## config.mk

```make
export PLATFORM = sky130hd
export DESIGN_NAME = msp_serial
export DESIGN_NICKNAME = d
export VERILOG_FILES = /design/src/rtl/msp_pkg.sv /design/src/rtl/msp_rate_gen.sv /design/src/rtl/msp_async_tx.sv /design/src/rtl/msp_async_rx.sv /design/src/rtl/msp_sync_shift.sv /design/src/rtl/msp_serial.sv
export SDC_FILE = /design/constraint.sdc
export NUM_CORES = 1
export LEC_CHECK = 0
export BUFFER_PORTS_ARGS = -buffer_cell sky130_fd_sc_hd__buf_2
export CAP_MARGIN = 10
export CORE_MARGIN = 2
export CORE_UTILIZATION = 50
export CTS_BUF_LIST = sky130_fd_sc_hd__clkbuf_4 sky130_fd_sc_hd__clkbuf_8
export DETAILED_ROUTE_END_ITERATION = 10
export PLACE_DENSITY = 0.78
export SLEW_MARGIN = 10
export SYNTH_ARGS = -nofsm -noshare
export SYNTH_HDL_FRONTEND = slang
export SYNTH_SLANG_ARGS = --single-unit
export TNS_END_PERCENT = 30
```

## constraint.sdc

```tcl
create_clock -name clk -period 3.3 [get_ports clk]
set_input_delay 0.165 -clock clk [delete_from_list [all_inputs] [get_ports clk]]
set_output_delay 0.165 -clock clk [all_outputs]
set_load 0.03 [all_outputs]
```

## src/rtl/msp_pkg.sv

```systemverilog
package msp_pkg;
  typedef enum logic [1:0] {
    MODE_SYNC   = 2'd0,
    MODE_A8_VAR = 2'd1,
    MODE_A9_FIX = 2'd2,
    MODE_A9_VAR = 2'd3
  } sp_mode_e;

  typedef struct packed {
    logic     rx_done;
    logic     tx_done;
    logic     rx_b8;
    logic     tx_b8;
    logic     rx_en;
    logic     mask;
    sp_mode_e mode;
  } sp_ctl_t;
endpackage

```

## src/rtl/msp_rate_gen.sv

```systemverilog
module msp_rate_gen
  import msp_pkg::*;
#(
  parameter int FIX_FAST = 2,
  parameter int FIX_SLOW = 4
) (
  input  logic     clk,
  input  logic     rst_n,
  input  sp_mode_e mode,
  input  logic     ovf,
  input  logic     rate_dbl,
  output logic     tick
);
  localparam int CW = $clog2(FIX_SLOW);

  logic [CW-1:0] div_q, div_d, lim;
  logic          half_q, half_d, tick_q, tick_d;
  logic          is_var;

  assign is_var = (mode == MODE_A8_VAR) || (mode == MODE_A9_VAR);
  assign lim    = rate_dbl ? CW'(FIX_FAST - 1) : CW'(FIX_SLOW - 1);

  always_comb begin
    div_d  = '0;
    half_d = half_q;
    tick_d = 1'b0;
    if (mode == MODE_A9_FIX) begin
      if (div_q >= lim) begin
        tick_d = 1'b1;
      end else begin
        div_d = div_q + 1'b1;
      end
    end else if (is_var && ovf) begin
      if (rate_dbl) begin
        tick_d = 1'b1;
      end else begin
        half_d = ~half_q;
        tick_d = half_q;
      end
    end
  end

  always_ff @(posedge clk or negedge rst_n) begin
    if (!rst_n) begin
      div_q  <= '0;
      half_q <= 1'b0;
      tick_q <= 1'b0;
    end else begin
      div_q  <= div_d;
      half_q <= half_d;
      tick_q <= tick_d;
    end
  end

  assign tick = tick_q;


  fix_tick_gap_chk: assert property (@(posedge clk) disable iff (!rst_n)
    (tick && mode == MODE_A9_FIX) |=> (!tick || mode != MODE_A9_FIX));


  var_tick_src_chk: assert property (@(posedge clk) disable iff (!rst_n)
    ($past(is_var) && tick) |-> $past(ovf));
endmodule

```

## src/rtl/msp_async_tx.sv

```systemverilog
module msp_async_tx #(
  parameter int DW  = 8,
  parameter int TPB = 16
) (
  input  logic          clk,
  input  logic          rst_n,
  input  logic          start,
  input  logic          nine,
  input  logic          b8,
  input  logic [DW-1:0] data,
  input  logic          tick,
  output logic          line,
  output logic          done
);
  localparam int FW = DW + 3;
  localparam int IW = $clog2(FW);
  localparam int CW = $clog2(TPB);

  logic [FW-1:0] frm_q, frm_d;
  logic [IW-1:0] idx_q, idx_d, last_idx;
  logic [CW-1:0] cnt_q, cnt_d;
  logic          busy_q, busy_d, done_q, done_d;

  assign last_idx = nine ? IW'(FW - 1) : IW'(FW - 2);

  always_comb begin
    frm_d  = frm_q;
    idx_d  = idx_q;
    cnt_d  = cnt_q;
    busy_d = busy_q;
    done_d = 1'b0;
    if (!busy_q) begin
      if (start) begin
        frm_d  = {1'b1, (nine ? b8 : 1'b1), data, 1'b0};
        idx_d  = '0;
        cnt_d  = '0;
        busy_d = 1'b1;
      end
    end else if (tick) begin
      if (cnt_q == CW'(TPB - 1)) begin
        cnt_d = '0;
        if (idx_q == last_idx) begin
          busy_d = 1'b0;
          done_d = 1'b1;
        end else begin
          idx_d = idx_q + 1'b1;
          frm_d = {1'b1, frm_q[FW-1:1]};
        end
      end else begin
        cnt_d = cnt_q + 1'b1;
      end
    end
  end

  always_ff @(posedge clk or negedge rst_n) begin
    if (!rst_n) begin
      frm_q  <= '1;
      idx_q  <= '0;
      cnt_q  <= '0;
      busy_q <= 1'b0;
      done_q <= 1'b0;
    end else begin
      frm_q  <= frm_d;
      idx_q  <= idx_d;
      cnt_q  <= cnt_d;
      busy_q <= busy_d;
      done_q <= done_d;
    end
  end

  assign line = busy_q ? frm_q[0] : 1'b1;
  assign done = done_q;


  stop_high_chk: assert property (@(posedge clk) disable iff (!rst_n)
    $fell(busy_q) |-> $past(line));
endmodule

```

## src/rtl/msp_async_rx.sv

```systemverilog
module msp_async_rx #(
  parameter int DW  = 8,
  parameter int TPB = 16
) (
  input  logic          clk,
  input  logic          rst_n,
  input  logic          en,
  input  logic          nine,
  input  logic          rxd,
  input  logic          tick,
  output logic          fv,
  output logic [DW-1:0] data,
  output logic          b9,
  output logic          stop
);
  localparam int IW  = $clog2(DW + 3);
  localparam int CW  = $clog2(TPB);
  localparam int MID = TPB / 2 - 1;

  logic          s1_q, s2_q, prev_q;
  logic          busy_q, busy_d, fv_q, fv_d;
  logic [CW-1:0] cnt_q, cnt_d;
  logic [IW-1:0] idx_q, idx_d;
  logic [1:0]    smp_q, smp_d;
  logic [DW-1:0] sh_q, sh_d;
  logic          b9_q, b9_d, stop_q, stop_d, vote;

  assign vote = (smp_q[0] & smp_q[1]) | (smp_q[0] & s2_q) | (smp_q[1] & s2_q);

  always_comb begin
    busy_d = busy_q;
    cnt_d  = cnt_q;
    idx_d  = idx_q;
    smp_d  = smp_q;
    sh_d   = sh_q;
    b9_d   = b9_q;
    stop_d = stop_q;
    fv_d   = 1'b0;
    if (!busy_q) begin
      if (en && prev_q && !s2_q) begin
        busy_d = 1'b1;
        cnt_d  = '0;
        idx_d  = '0;
      end
    end else if (tick) begin
      if (cnt_q == CW'(TPB - 1)) begin
        cnt_d = '0;
        idx_d = idx_q + 1'b1;
      end else begin
        cnt_d = cnt_q + 1'b1;
      end
      if (cnt_q == CW'(MID))     smp_d[0] = s2_q;
      if (cnt_q == CW'(MID + 1)) smp_d[1] = s2_q;
      if (cnt_q == CW'(MID + 2)) begin
        if (idx_q == '0) begin
          if (vote) busy_d = 1'b0;
        end else if (idx_q <= IW'(DW)) begin
          sh_d = {vote, sh_q[DW-1:1]};
        end else if (idx_q == IW'(DW + 1) && nine) begin
          b9_d = vote;
        end else begin
          stop_d = vote;
          fv_d   = 1'b1;
          busy_d = 1'b0;
        end
      end
    end
  end

  always_ff @(posedge clk or negedge rst_n) begin
    if (!rst_n) begin
      s1_q   <= 1'b1;
      s2_q   <= 1'b1;
      prev_q <= 1'b1;
      busy_q <= 1'b0;
      cnt_q  <= '0;
      idx_q  <= '0;
      smp_q  <= '0;
      sh_q   <= '0;
      b9_q   <= 1'b0;
      stop_q <= 1'b0;
      fv_q   <= 1'b0;
    end else begin
      s1_q   <= rxd;
      s2_q   <= s1_q;
      prev_q <= s2_q;
      busy_q <= busy_d;
      cnt_q  <= cnt_d;
      idx_q  <= idx_d;
      smp_q  <= smp_d;
      sh_q   <= sh_d;
      b9_q   <= b9_d;
      stop_q <= stop_d;
      fv_q   <= fv_d;
    end
  end

  assign fv   = fv_q;
  assign data = sh_q;
  assign b9   = b9_q;
  assign stop = stop_q;


  frame_end_idle_chk: assert property (@(posedge clk) disable iff (!rst_n)
    fv |-> !busy_q);


  en_gate_chk: assert property (@(posedge clk) disable iff (!rst_n)
    (!$past(en) && !$past(busy_q)) |-> !busy_q);
endmodule

```

## src/rtl/msp_sync_shift.sv

```systemverilog
module msp_sync_shift #(
  parameter int DW  = 8,
  parameter int DIV = 12
) (
  input  logic          clk,
  input  logic          rst_n,
  input  logic          tx_start,
  input  logic          rx_start,
  input  logic [DW-1:0] data,
  input  logic          rxd_in,
  output logic          sclk,
  output logic          dout,
  output logic          oe,
  output logic          tx_done,
  output logic          rx_done,
  output logic [DW-1:0] rx_data
);
  localparam int PW   = $clog2(DIV);
  localparam int NW   = $clog2(DW);
  localparam int HALF = DIV / 2;

  logic          busy_q, busy_d, dir_q, dir_d;
  logic [PW-1:0] ph_q, ph_d;
  logic [NW-1:0] n_q, n_d;
  logic [DW-1:0] sh_q, sh_d;
  logic          txd_q, txd_d, rxd_q, rxd_d;

  always_comb begin
    busy_d = busy_q;
    dir_d  = dir_q;
    ph_d   = ph_q;
    n_d    = n_q;
    sh_d   = sh_q;
    txd_d  = 1'b0;
    rxd_d  = 1'b0;
    if (!busy_q) begin
      if (tx_start) begin
        busy_d = 1'b1;
        dir_d  = 1'b1;
        sh_d   = data;
        ph_d   = '0;
        n_d    = '0;
      end else if (rx_start) begin
        busy_d = 1'b1;
        dir_d  = 1'b0;
        ph_d   = '0;
        n_d    = '0;
      end
    end else begin
      if (!dir_q && ph_q == PW'(HALF - 1)) sh_d = {rxd_in, sh_q[DW-1:1]};
      if (ph_q == PW'(DIV - 1)) begin
        ph_d = '0;
        if (dir_q) sh_d = {1'b1, sh_q[DW-1:1]};
        if (n_q == NW'(DW - 1)) begin
          busy_d = 1'b0;
          txd_d  = dir_q;
          rxd_d  = ~dir_q;
        end else begin
          n_d = n_q + 1'b1;
        end
      end else begin
        ph_d = ph_q + 1'b1;
      end
    end
  end

  always_ff @(posedge clk or negedge rst_n) begin
    if (!rst_n) begin
      busy_q <= 1'b0;
      dir_q  <= 1'b0;
      ph_q   <= '0;
      n_q    <= '0;
      sh_q   <= '0;
      txd_q  <= 1'b0;
      rxd_q  <= 1'b0;
    end else begin
      busy_q <= busy_d;
      dir_q  <= dir_d;
      ph_q   <= ph_d;
      n_q    <= n_d;
      sh_q   <= sh_d;
      txd_q  <= txd_d;
      rxd_q  <= rxd_d;
    end
  end

  assign sclk    = busy_q ? (ph_q >= PW'(HALF)) : 1'b1;
  assign dout    = sh_q[0];
  assign oe      = busy_q && dir_q;
  assign tx_done = txd_q;
  assign rx_done = rxd_q;
  assign rx_data = sh_q;


  tx_data_hold_chk: assert property (@(posedge clk) disable iff (!rst_n)
    (oe && $past(oe) && ph_q != '0) |-> $stable(dout));
endmodule

```

## src/rtl/msp_serial.sv

```systemverilog
module msp_serial
  import msp_pkg::*;
#(
  parameter int DW       = 8,
  parameter int TPB      = 16,
  parameter int SYNC_DIV = 12,
  parameter int FIX_FAST = 2,
  parameter int FIX_SLOW = 4
) (
  input  logic          clk,
  input  logic          rst_n,
  input  logic          ovf_pulse,
  input  logic          rate_dbl,
  input  logic          ctl_wr,
  input  logic [7:0]    ctl_wdata,
  output logic [7:0]    ctl_rdata,
  input  logic          buf_wr,
  input  logic [DW-1:0] buf_wdata,
  output logic [DW-1:0] rx_buf,
  input  logic          rxd_in,
  output logic          rxd_out,
  output logic          rxd_oe,
  output logic          txd
);
  logic          rs0_q, rs1_q, rst_n_s;
  sp_ctl_t       ctl_q, ctl_d;
  logic [DW-1:0] rxb_q, rxb_d;
  logic          is_sync, nine, tick;
  logic          a_line, a_done, a_fv, a_b9, a_stop, accept;
  logic [DW-1:0] a_data, s_rx_data;
  logic          s_sclk, s_dout, s_oe, s_tx_done, s_rx_done, s_rx_start;

  always_ff @(posedge clk or negedge rst_n) begin
    if (!rst_n) begin
      rs0_q <= 1'b0;
      rs1_q <= 1'b0;
    end else begin
      rs0_q <= 1'b1;
      rs1_q <= rs0_q;
    end
  end
  assign rst_n_s = rs1_q;

  assign is_sync = (ctl_q.mode == MODE_SYNC);
  assign nine    = ctl_q.mode[1];

  msp_rate_gen #(.FIX_FAST(FIX_FAST), .FIX_SLOW(FIX_SLOW)) u_rate (
    .clk(clk), .rst_n(rst_n_s), .mode(ctl_q.mode), .ovf(ovf_pulse),
    .rate_dbl(rate_dbl), .tick(tick)
  );

  msp_async_tx #(.DW(DW), .TPB(TPB)) u_atx (
    .clk(clk), .rst_n(rst_n_s), .start(buf_wr && !is_sync), .nine(nine),
    .b8(ctl_q.tx_b8), .data(buf_wdata), .tick(tick), .line(a_line), .done(a_done)
  );

  msp_async_rx #(.DW(DW), .TPB(TPB)) u_arx (
    .clk(clk), .rst_n(rst_n_s), .en(ctl_q.rx_en && !is_sync), .nine(nine),
    .rxd(rxd_in), .tick(tick), .fv(a_fv), .data(a_data), .b9(a_b9), .stop(a_stop)
  );

  assign s_rx_start = is_sync && ctl_q.rx_en && !ctl_q.rx_done && !s_rx_done && !buf_wr;

  msp_sync_shift #(.DW(DW), .DIV(SYNC_DIV)) u_sync (
    .clk(clk), .rst_n(rst_n_s), .tx_start(buf_wr && is_sync), .rx_start(s_rx_start),
    .data(buf_wdata), .rxd_in(rxd_in), .sclk(s_sclk), .dout(s_dout), .oe(s_oe),
    .tx_done(s_tx_done), .rx_done(s_rx_done), .rx_data(s_rx_data)
  );

  assign accept = a_fv && !is_sync && !ctl_q.rx_done &&
                  (!ctl_q.mask || (nine ? a_b9 : a_stop));

  always_comb begin
    ctl_d = ctl_q;
    rxb_d = rxb_q;
    if (ctl_wr) ctl_d = sp_ctl_t'(ctl_wdata);
    if (a_done || s_tx_done) ctl_d.tx_done = 1'b1;
    if (accept) begin
      ctl_d.rx_done = 1'b1;
      ctl_d.rx_b8   = nine ? a_b9 : a_stop;
      rxb_d         = a_data;
    end
    if (s_rx_done && !ctl_q.rx_done) begin
      ctl_d.rx_done = 1'b1;
      rxb_d         = s_rx_data;
    end
  end

  always_ff @(posedge clk or negedge rst_n_s) begin
    if (!rst_n_s) begin
      ctl_q <= '0;
      rxb_q <= '0;
    end else begin
      ctl_q <= ctl_d;
      rxb_q <= rxb_d;
    end
  end

  assign ctl_rdata = ctl_q;
  assign rx_buf    = rxb_q;
  assign txd       = is_sync ? s_sclk : a_line;
  assign rxd_out   = s_dout;
  assign rxd_oe    = s_oe;


  mask_filter_chk: assert property (@(posedge clk) disable iff (!rst_n_s)
    (a_fv && nine && ctl_q.mask && !a_b9 && !ctl_wr) |=> ($stable(rxb_q) && $stable(ctl_q.rx_done)));


  full_drop_chk: assert property (@(posedge clk) disable iff (!rst_n_s)
    (a_fv && ctl_q.rx_done && !ctl_wr) |=> ($stable(rxb_q) && $stable(ctl_q.rx_b8)));


  flag_hold_chk: assert property (@(posedge clk) disable iff (!rst_n_s)
    ($past(ctl_q.tx_done) && !$past(ctl_wr)) |-> ctl_q.tx_done);
endmodule

```

# After elaboration in Yosys (flattened, before gate mapping)
# Cells that the tools add are included.
# Widths: inputs -> output; s select.
# classes
n_lt_le_gt_ge	3
n_reduce_logical	50
n_bitwise	13
eq_ne	20
muxes	90
add_sub_neg	7
# op_table
op	count
$mux 4	19
$mux 8	8
$mux 11	5
$mux 1	49
$eq 4x4->1 const B	6
$add 4x1->4 const B	5
$logic_and 1x1->1	17
$mux 3	5
$reduce_and 3->1	5
$ne 2x2->1 const B	7
$reduce_bool 2->1	7
$reduce_and 6->1	2
$eq 4x3->1 const B	2
$mux 2	4
$not 1->1	8
$logic_not 1->1	7
$reduce_and 2->1	3
$reduce_bool 3->1	2
$reduce_and 5->1	1
$eq 2x2->1 const B	2
$eq 4x4->1	1
$ge 4x3->1 const B	1
$le 4x4->1 const B	1
$logic_not 4->1	1
other kinds (10)	15
# totals
input_bits	23
output_inout_bits	19
elab_cells	220
register_bits	87

# Depth between registers and ports, before layout
# Gate-level depths: netlist (run 1).
# depth
ltp_word	8
ltp_mapped	7
depth_no_buf	6

# Hierarchy
# A second synthesis (run 1) with hierarchy kept.
# unflattened
hier_cells	394
area_unflattened_um2	4473.0
# by_module_without_submodules
module	area_each_um2	cells_each	instances	seq_area_each_um2
msp_async_rx	1252.5	101	1	629.4
msp_sync_shift	1119.8	115	1	475.5
msp_async_tx	1094.8	93	1	513.0
msp_serial	827.0	71	1	450.4
msp_rate_gen	178.9	14	1	100.1

# Worst setup path after synthesis (run 1)
# OpenSTA, ideal clock, no wires.
# synth_timing
path_type	reg-to-reg
start	register ctl_q (netlist bit ctl_rdata[0])
end	register u_atx.frm_q[2]
n_path_buf	2
t_arrival_ns	1.752
required_ns	3.218
stages_incl_launch_ff	7
period_less_slack_ns	1.834
setup_ns	0.082
slack_ns	1.466
path_cell_list	dfrtp_1 > or2_1 > buf_6 > nand3b_4 > a221o_2 > buf_6 > mux2_4
# synth_between
elab_chain_cells	5
# synth_lines
element	line_no	text
start: declaration	msp_serial.sv:26	sp_ctl_t ctl_q, ctl_d;
start signal: assignment	msp_serial.sv:94	ctl_q <= ctl_d;
$logic_not 2->1	msp_serial.sv:44	assign is_sync = (ctl_q.mode == MODE_SYNC);
$logic_not 1->1	msp_serial.sv:53	.clk(clk), .rst_n(rst_n_s), .start(buf_wr && !is_sync), .nine(nine),
$logic_and 1x1->1	msp_serial.sv:53	
$reduce_bool 2->1 (no source line)	-	
$reduce_and 4->1 (no source line)	-	
end signal: assignment	msp_async_tx.sv:63	frm_q <= frm_d;
end: declaration	msp_async_tx.sv:19	logic [FW-1:0] frm_q, frm_d;
# Every way passes these cells.
# A chain may end at the register's enable or synchronous reset.

# Worst setup path after layout (run 1)
# layout_timing
start	register ctl_q (netlist bit ctl_rdata[1])
end	register rxb_q[6] (netlist: rx_buf[6])
# layout_between
elab_chain_cells	6
word_cells_on_any_way	8
classes_between	mux: 1; reduce/logical: 7
# layout_lines
element	line_no	text
$logic_not 2->1	msp_serial.sv:44	
$logic_not 1->1	msp_serial.sv:70	assign accept = a_fv && !is_sync && !ctl_q.rx_done &&
$logic_and 1x1->1 (2 in series)	msp_serial.sv:70	
$logic_and 1x1->1 (*)	msp_serial.sv:70	
$reduce_bool 2->1 (no source line) (*)	-	
end signal: assignment	msp_serial.sv:95	rxb_q <= rxb_d;
end: declaration	msp_serial.sv:27	logic [DW-1:0] rxb_q, rxb_d;
# Mark *: on every way between the ends. The rest lies on a longest branch, timed or not.

==> results of run 1 <==
[cell usage after synthesis (5+ instances only)]
cell,n,area (sq um)
a21o_1,5,37.5
a21oi_1,9,45.0
a22o_1,8,70.1
and3_1,5,31.3
clkbuf_1,6,22.5
dfrtp_1,73,1830
dfstp_2,13,342
ha_1,14,175
inv_1,12,45.0
mux2_2,44,495
mux2_4,7,105
mux2i_1,8,80.1
nand2_1,23,86.3
nand2b_1,6,37.5
nand3_1,15,75.1
nand3b_1,6,45.0
nand4_1,5,31.3
nor2_1,18,67.6
nor3_1,8,40.0
o21ai_0,8,40.0
o221a_2,7,78.8
or2b_1,6,45.0
xor2_1,6,52.6
[flip-flops by register name (all words and copies together), names as in the netlist, 2 cells and up]
register / flops
rx_buf: 8
u_sync.rx_data: 8
u_arx.data: 8
ctl_rdata: 8
u_atx.idx_q: 4
u_rate.div_q: 2
u_atx.frm_q: 10
u_sync.n_q: 3
u_arx.cnt_q: 4
u_arx.idx_q: 4
u_arx.smp_q: 2
u_sync.ph_q: 4
u_atx.cnt_q: 4
[layer usage]
metal  routed length (um)  share of wire (%)
met1                 3820                 47
met2                 3850                 47
met3                  373                4.5
met4                  175                2.1
met5                    0                  0
[area by class of cell]
class / instances / area (sq um)
Clock buffer: 9 / 124
Timing Repair Buffer: 44 / 235
Fill cell: 694 / 3480
Tap cell: 105 / 131
Clock inverter: 7 / 88.8
Multi-Input combinational cell: 244 / 1940
Sequential cell: 86 / 2170
Inverter: 12 / 45.0
[placed cells by master, fill, tap and decap left out, types with 3 or more instances in the layout]
master and count:
a21oi_1 9, nand4_1 5, dlygate4sd3_1 3, ha_1 14
inv_1 12, nand3b_1 6, nor3_1 8, a22o_1 8
or2b_1 6, clkbuf_8 9, mux2_4 7, nand2_1 23
and3_1 5, nor2_1 18, inv_8 3, nand3_1 15
and2_1 4, buf_2 41, dfstp_2 13, o31ai_1 3
o21ai_0 8, dfrtp_1 72, xor2_1 6, o221a_2 7
mux2_2 44, nand2b_1 6, a21o_1 5, mux2i_1 8
[worst max path at each step]
stage,slack (ns),to,cells past startpoint
2_1_floorplan,0.75,ctl_rdata[0],0
3_3_place_gp,1.24,rx_buf[2],4
3_5_place_dp,1.20,rx_buf[3],4
4_1_cts,1.19,rx_buf[1],4
5_1_grt,1.01,rx_buf[2],4
6_report,1.17,rx_buf[6],4
[report_power, final]
| group | total [uW] | switching (uW) | internal, uW |
|---|---|---|---|
| Clock | 804 | 433 | 371 |
| Combinational | 663 | 296 | 367 |
| Sequential | 1560 | 260 | 1300 |
[cell families (layout without fill, tap and decap cells)]
group / Yosys count / count (layout) / share of synthesized area [%]
xor gates and xnor gates: 7 / 7 / 1.44
muxes: 59 / 59 / 16.0
buffers and inverters: 26 / 72 / 3.15
AOI/OAI and AO/OA: 52 / 52 / 9.28
and+or+nand+nor: 110 / 110 / 14.6
DFF: 86 / 86 / 51.1
other: 1 / 1 / 0.0883
adders and majority gates: 15 / 15 / 4.36
[per-stage QoR]
| step | hold slack [ns] | area [sq um] | setup slack [ns] |
|---|---|---|---|
| floorplan | -0.131 | 4250 | 0.750 |
| global placement | -0.0505 | 4500 | 1.24 |
| detailed placement | -0.0469 | 4500 | 1.20 |
| CTS | 0.0210 | 4740 | 1.19 |
| global route | 0.0143 | 4740 | 1.01 |
| finish | 0.0297 | 4740 | 1.17 |
[worst max-delay path: stages (launching register included)]
cell     delay, ns
dfrtp_1       0.52
nor2_1        0.40
nor3_1        0.14
nor3_2        0.55
mux2_2        0.40
==> run_results.csv, run 1 <==
group,metric,value,unit
floorplan,die_h,96.2,um
timing,maxSlewViolCount,0,
synth,synth_nets,393,
synth,async_reset_ff_share,100,%
critical_path,reg2reg_from,"ctl_rdata[1]",
synth,synth_area_per_cell,11.9,sq um
detailed_routing,drc,0,
final_layout,syn_to_final_growth,11.6,%
final_layout,nets,434,
run,cap_violations,0,
final_layout,post-route-util,57.7,%
timing,setup_viol,0,
detailed_routing,wl_per_cell,16.2,um
timing,fmaxAchievable,469,MHz
critical_path,crit_path_max_fanout,11,
detailed_routing,first_iter_violations,144,
min_path,min_delay_path_depth,2,
global_routing,grt_pass1_vias,2735,
min_path,min_from,"ctl_wdata[1]",
clock_tree,cts.clk_slew.worst_paths,0.09,ns
timing,post-route-period-util,64.6,%
min_path,min_to,"ctl_rdata[1]",
power,power.static_leakage,0.00226,uW
timing,fin_skew,0.0127,ns
place,port_buffers,41,
global_routing,grt_use_total,19.3,%
clock_tree,clock-sinks,86,
critical_path,end_kind,"register",
detailed_routing,viasPerCell,5.67,
final_layout,final_cells,507,
floorplan,dieWidth,96.2,um
synth,ys_ff_latch,86,
synth,synth_edf_count,0,
detailed_routing,vias,2875,
clock_tree,postCtsSetupBuffers,0,
detailed_routing,postRouteAntennaNets,0,
global_routing,grt-ovfl-total,0,
power,power_density,638,mW/mm^2
timing,fin_setup_tns,0,ns
floorplan,rows,33,
floorplan,dieArea,0.00925,sq mm
synth,syn_inst,356,
clock_tree,clk_latency,0.37,ns
place,gp_congestion,0.875,
synth,ys_warn_count,0,
timing,hold_viol,0,
synth,synthFlopType,"dfrtp_1",
detailed_routing,drt_first_pass_iters,4,
global_routing,grt_pass1_wl,13500,um
floorplan,initial_core_util,51.7,%
final_layout,drive_gt1_share,33.6,%
clock_tree,postCtsResizedCells,0,
min_path,min_path_type,"in -> reg",
critical_path,crit_type,"reg -> reg",
place,place_inst,488,
critical_path,r2r-end,"rx_buf[6]",
critical_path,worstPathRequired,3.55,ns
power,p_total,3030,uW
clock_tree,cts-root-buf,"clkbuf_8",
power,ir_drop,416,uV
clock_tree,hold_buffers,3,
place,place_hpwl,5730,um
floorplan,io_pins,42,
synth,syn-cell-area,0.00425,sq mm
synth,yosysUniqueCellTypes,54,
clock_tree,h-tree-depth,3,
global_routing,grtUsageMet1,26.7,%
timing,worst_pin_slew,1.06,ns
floorplan,fp.coreArea,0.00822,sq mm
final_layout,num_antenna_cells,0,
status,status,"complete, no violations",
timing,slew_headroom,29.5,%
global_routing,grt_util_met3,3.52,%
detailed_routing,finalWirelength,8220,um
critical_path,ff2ff_path_depth,4,
clock_tree,cts_inserted_buffers,9,
synth,ys_seq_area_share,51.1,%
global_routing,antenna_found_initial,0,
clock_tree,cts_tree,"yes",
timing,final.min_clock_period,2.13,ns
critical_path,reg2reg_setup_slack,1.17,ns
global_routing,busiest_layer,"met2",
critical_path,critical_path_arrival,2.38,ns
critical_path,critPathLaunch,"ctl_rdata[1]",
global_routing,grt_max_degree,85,
timing,rsz0062_at_grt,"no",
global_routing,use_met2,29.9,%
clock_tree,cts_buffer_depth,2,
critical_path,cp-start-kind,"register",
(Power assumes the default switching activity.)
==> run 2: changes to the inputs <==
--- a/config.mk
+++ b/config.mk
@@ -5,6 +5,7 @@
 export SDC_FILE = /design/constraint.sdc
 export NUM_CORES = 1
 export LEC_CHECK = 0
+export ABC_AREA = 1
 export BUFFER_PORTS_ARGS = -buffer_cell sky130_fd_sc_hd__buf_2
 export CAP_MARGIN = 10
 export CORE_MARGIN = 2
==> constraint.sdc (replaced) <==
create_clock -name clk -period 2 [get_ports clk]
set_input_delay 0.1 -clock clk [delete_from_list [all_inputs] [get_ports clk]]
set_output_delay 0.1 -clock clk [all_outputs]
set_load 0.03 [all_outputs]
==> run 2 against run 1 <==
Net effect: clock power up 73%; largest power group unchanged; largest cell class unchanged; critical endpoint is now txd; highest routed layer unchanged; synthesized cell count is 50% higher; die area is 3.8% higher; flip-flop and latch count is the same.
==> run_results.csv, run 2 <==
group,metric,value,unit
status,status,"complete, no violations",
detailed_routing,viasPerCell,5.17,
synth,synth_area_leaders,"dfrtp_1, nand2_1, dfstp_2, nand3_1, inv_1",
floorplan,rows,34,
clock_tree,clk_latency,0.36,ns
critical_path,critical_path_arrival,1.79,ns
synth,yosysTopAreaCell,"dfrtp_1",
place,dpl_cell_area,0.00471,sq mm
final_layout,final_area,0.00504,sq mm
synth,netlist.area_leader.share,41.4,%
power,power.static_leakage,0.00263,uW
critical_path,crit_type,"reg -> out",
critical_path,crit_path_max_fanout,10,
clock_tree,postCtsSetupBuffers,0,
synth,synthFlopType,"dfrtp_1",
global_routing,antenna_found_initial,0,
power,p_sw,1860,uW
final_layout,nets,625,
final_layout,mostFrequentLayoutCells,"nand2_1, dfrtp_1, nand3_1",
global_routing,grt_pass1_vias,3589,
synth,synth_edf_count,0,
timing,maxSlewViolCount,0,
detailed_routing,vias,3621,
timing,slew_headroom,55.6,%
critical_path,end_kind,"primary output",
power,clockPowerShare,25.8,%
detailed_routing,drt_first_pass_iters,5,
synth,synthTopCellsByCount,"nand2_1, dfrtp_1, nand3_1",
timing,fin_skew,0.0111,ns
final_layout,largest_reg_flops,10,
final_layout,layout_commonest_cell,"nand2_1",
timing,rsz0062_at_grt,"no",
floorplan,initial_core_util,51.1,%
final_layout,drive_gt1_share,19.2,%
power,power_density,1070,mW/mm^2
timing,post-route-period-util,94.7,%
place,place_hpwl,6720,um
floorplan,dieWidth,98.0,um
clock_tree,cts.clk_slew.worst_paths,0.09,ns
timing,final.min_clock_period,1.89,ns
clock_tree,postCtsResizedCells,0,
clock_tree,cts_buffer_depth,2,
synth,ys_ff_latch,86,
clock_tree,hold_buffers,10,
synth,synth_area_per_cell,8.25,sq um
detailed_routing,wl_per_cell,13.2,um
power,swShare,34.6,%
synth,syn-cell-area,0.00441,sq mm
place,port_buffers,41,
timing,hold_viol,0,
global_routing,grt_max_degree,73,
floorplan,fp.coreArea,0.00864,sq mm
clock_tree,cts_inserted_buffers,9,
detailed_routing,dr_wl_met2,4400,um
detailed_routing,top_layer_used,"met4",
critical_path,cp-start-kind,"register",
final_layout,num_antenna_cells,0,
floorplan,io_pins,42,
detailed_routing,finalWirelength,9230,um
synth,ys_seq_area_share,49.1,%
critical_path,worstPathRequired,1.90,ns
final_layout,post-route-util,58.4,%
min_path,min_path_type,"in -> async",
detailed_routing,drc,0,
power,power_frac_seq,49.0,%
detailed_routing,postRouteAntennaNets,0,
synth,yosysUniqueCellTypes,41,
power,ir_drop,559,uV
floorplan,dieArea,0.00960,sq mm
synth,synth_nets,572,
synth,syn_inst,535,
timing,setup_viol,0,
floorplan,die_h,98.0,um
detailed_routing,wl_met1,4310,um
detailed_routing,first_iter_violations,199,
synth,async_reset_ff_share,100,%
clock_tree,cts-root-buf,"clkbuf_8",
clock_tree,h-tree-depth,3,
place,gp_congestion,0.871,
run,cap_violations,0,
final_layout,largest-register,"u_atx.frm_q",
clock_tree,cts_tree,"yes",
timing,fin_setup_tns,0,ns
synth,ys_warn_count,0,
timing,fmaxAchievable,528,MHz
power,internal_power,3520,uW
power,p_total,5390,uW
power,p_comb_share,25.2,%
detailed_routing,route.met3.wl,426,um
final_layout,syn_to_final_growth,14.2,%
global_routing,grt-ovfl-total,0,
global_routing,grt_pass1_wl,16200,um
clock_tree,clock-sinks,86,
synth,synth.most_common_cell,"nand2_1",
global_routing,grt_use_total,20.7,%
timing,worst_pin_slew,0.665,ns
[run 2: changes by cell type in the layout (fill, tap and decap cells not counted), sizes merged, moves of 7 or more]
| cell | delta |
|---|---|
| nor2 | +25 |
| dlygate4sd3 | +7 |
| nand2 | +163 |
| o221a | -7 |
| nand3 | +39 |
| inv | +37 |
| mux2 | -50 |
| o21ai | +26 |
| a22o | -7 |
| mux2i | -8 |
[run 2: cell families (layout without fill, tap and decap cells)]
kind of cell | Yosys count | after routing | share of synthesized area (%)
compound gates | 57 | 57 | 7.91
xor+xnor | 7 | 7 | 1.39
fa+ha+maj | 14 | 14 | 3.97
buf+inv | 67 | 125 | 6.77
flops | 86 | 86 | 49.1
mux | 1 | 1 | 0.255
other cells | 1 | 1 | 0.0850
simple gates | 302 | 302 | 30.5
[run 2: final cells by class]
class,count,area (sq um)
clock buffer,10,131
clock inverter,6,93.8
fill,727,3600
inverter,52,198
multi-input combinational,382,1950
sequential,86,2170
tap,108,135
timing repair buffer,57,363
[run 2: stage by stage]
step / setup slack (ns) / cells / hold slack [ns]
2_1_floorplan: 0.556 / 535 / -0.196
3_5_place_dp: 0.285 / 675 / -0.112
6_report: 0.106 / 701 / 0.0329
5_1_grt: 0.0222 / 701 / 0.0190
3_3_place_gp: 0.349 / 675 / -0.116
4_1_cts: 0.0994 / 701 / 0.0115
[run 2: power by group through the flow]
stage / logic (uW) / registers (uW) / clock network, uW
2_1_floorplan: 1020 / 2620 / 0
4_1_cts: 1370 / 2630 / 1420
3_5_place_dp: 1350 / 2660 / 0
5_1_grt: 1590 / 2700 / 1490
6_report: 1360 / 2640 / 1390
3_3_place_gp: 1270 / 2640 / 0
[run 2: metal layers]
metal  GRT usage (%)  vias to the layer above
met4            5.13                        0
met3            4.94                       11
met2            35.0                      104
met1            27.0                     1691
met5               0                        -
li1                -                     1815
[run 2: worst max-delay path: stages, from the launching register on]
cell     delay, ns
dfrtp_1       0.57
nor2_2        0.29
nor3_1        0.07
a41oi_1       0.24
buf_2         0.25
[run 2: final timing paths]
kind                                 from               to  slack (ns)  depth (start not counted)
hold reg to reg                     rs1_q  u_rate.div_q[0]        0.17                          0
hold / removal                      rst_n            rs1_q        0.03                          2
min in group clk             buf_wdata[2]   u_atx.frm_q[3]        0.04                          5
setup reg to reg           u_arx.idx_q[0]    u_arx.data[7]        0.27                          7
max in group asynchronous           rs1_q       u_arx.s2_q        1.15                          1
setup / recovery             ctl_rdata[1]              txd        0.11                          4
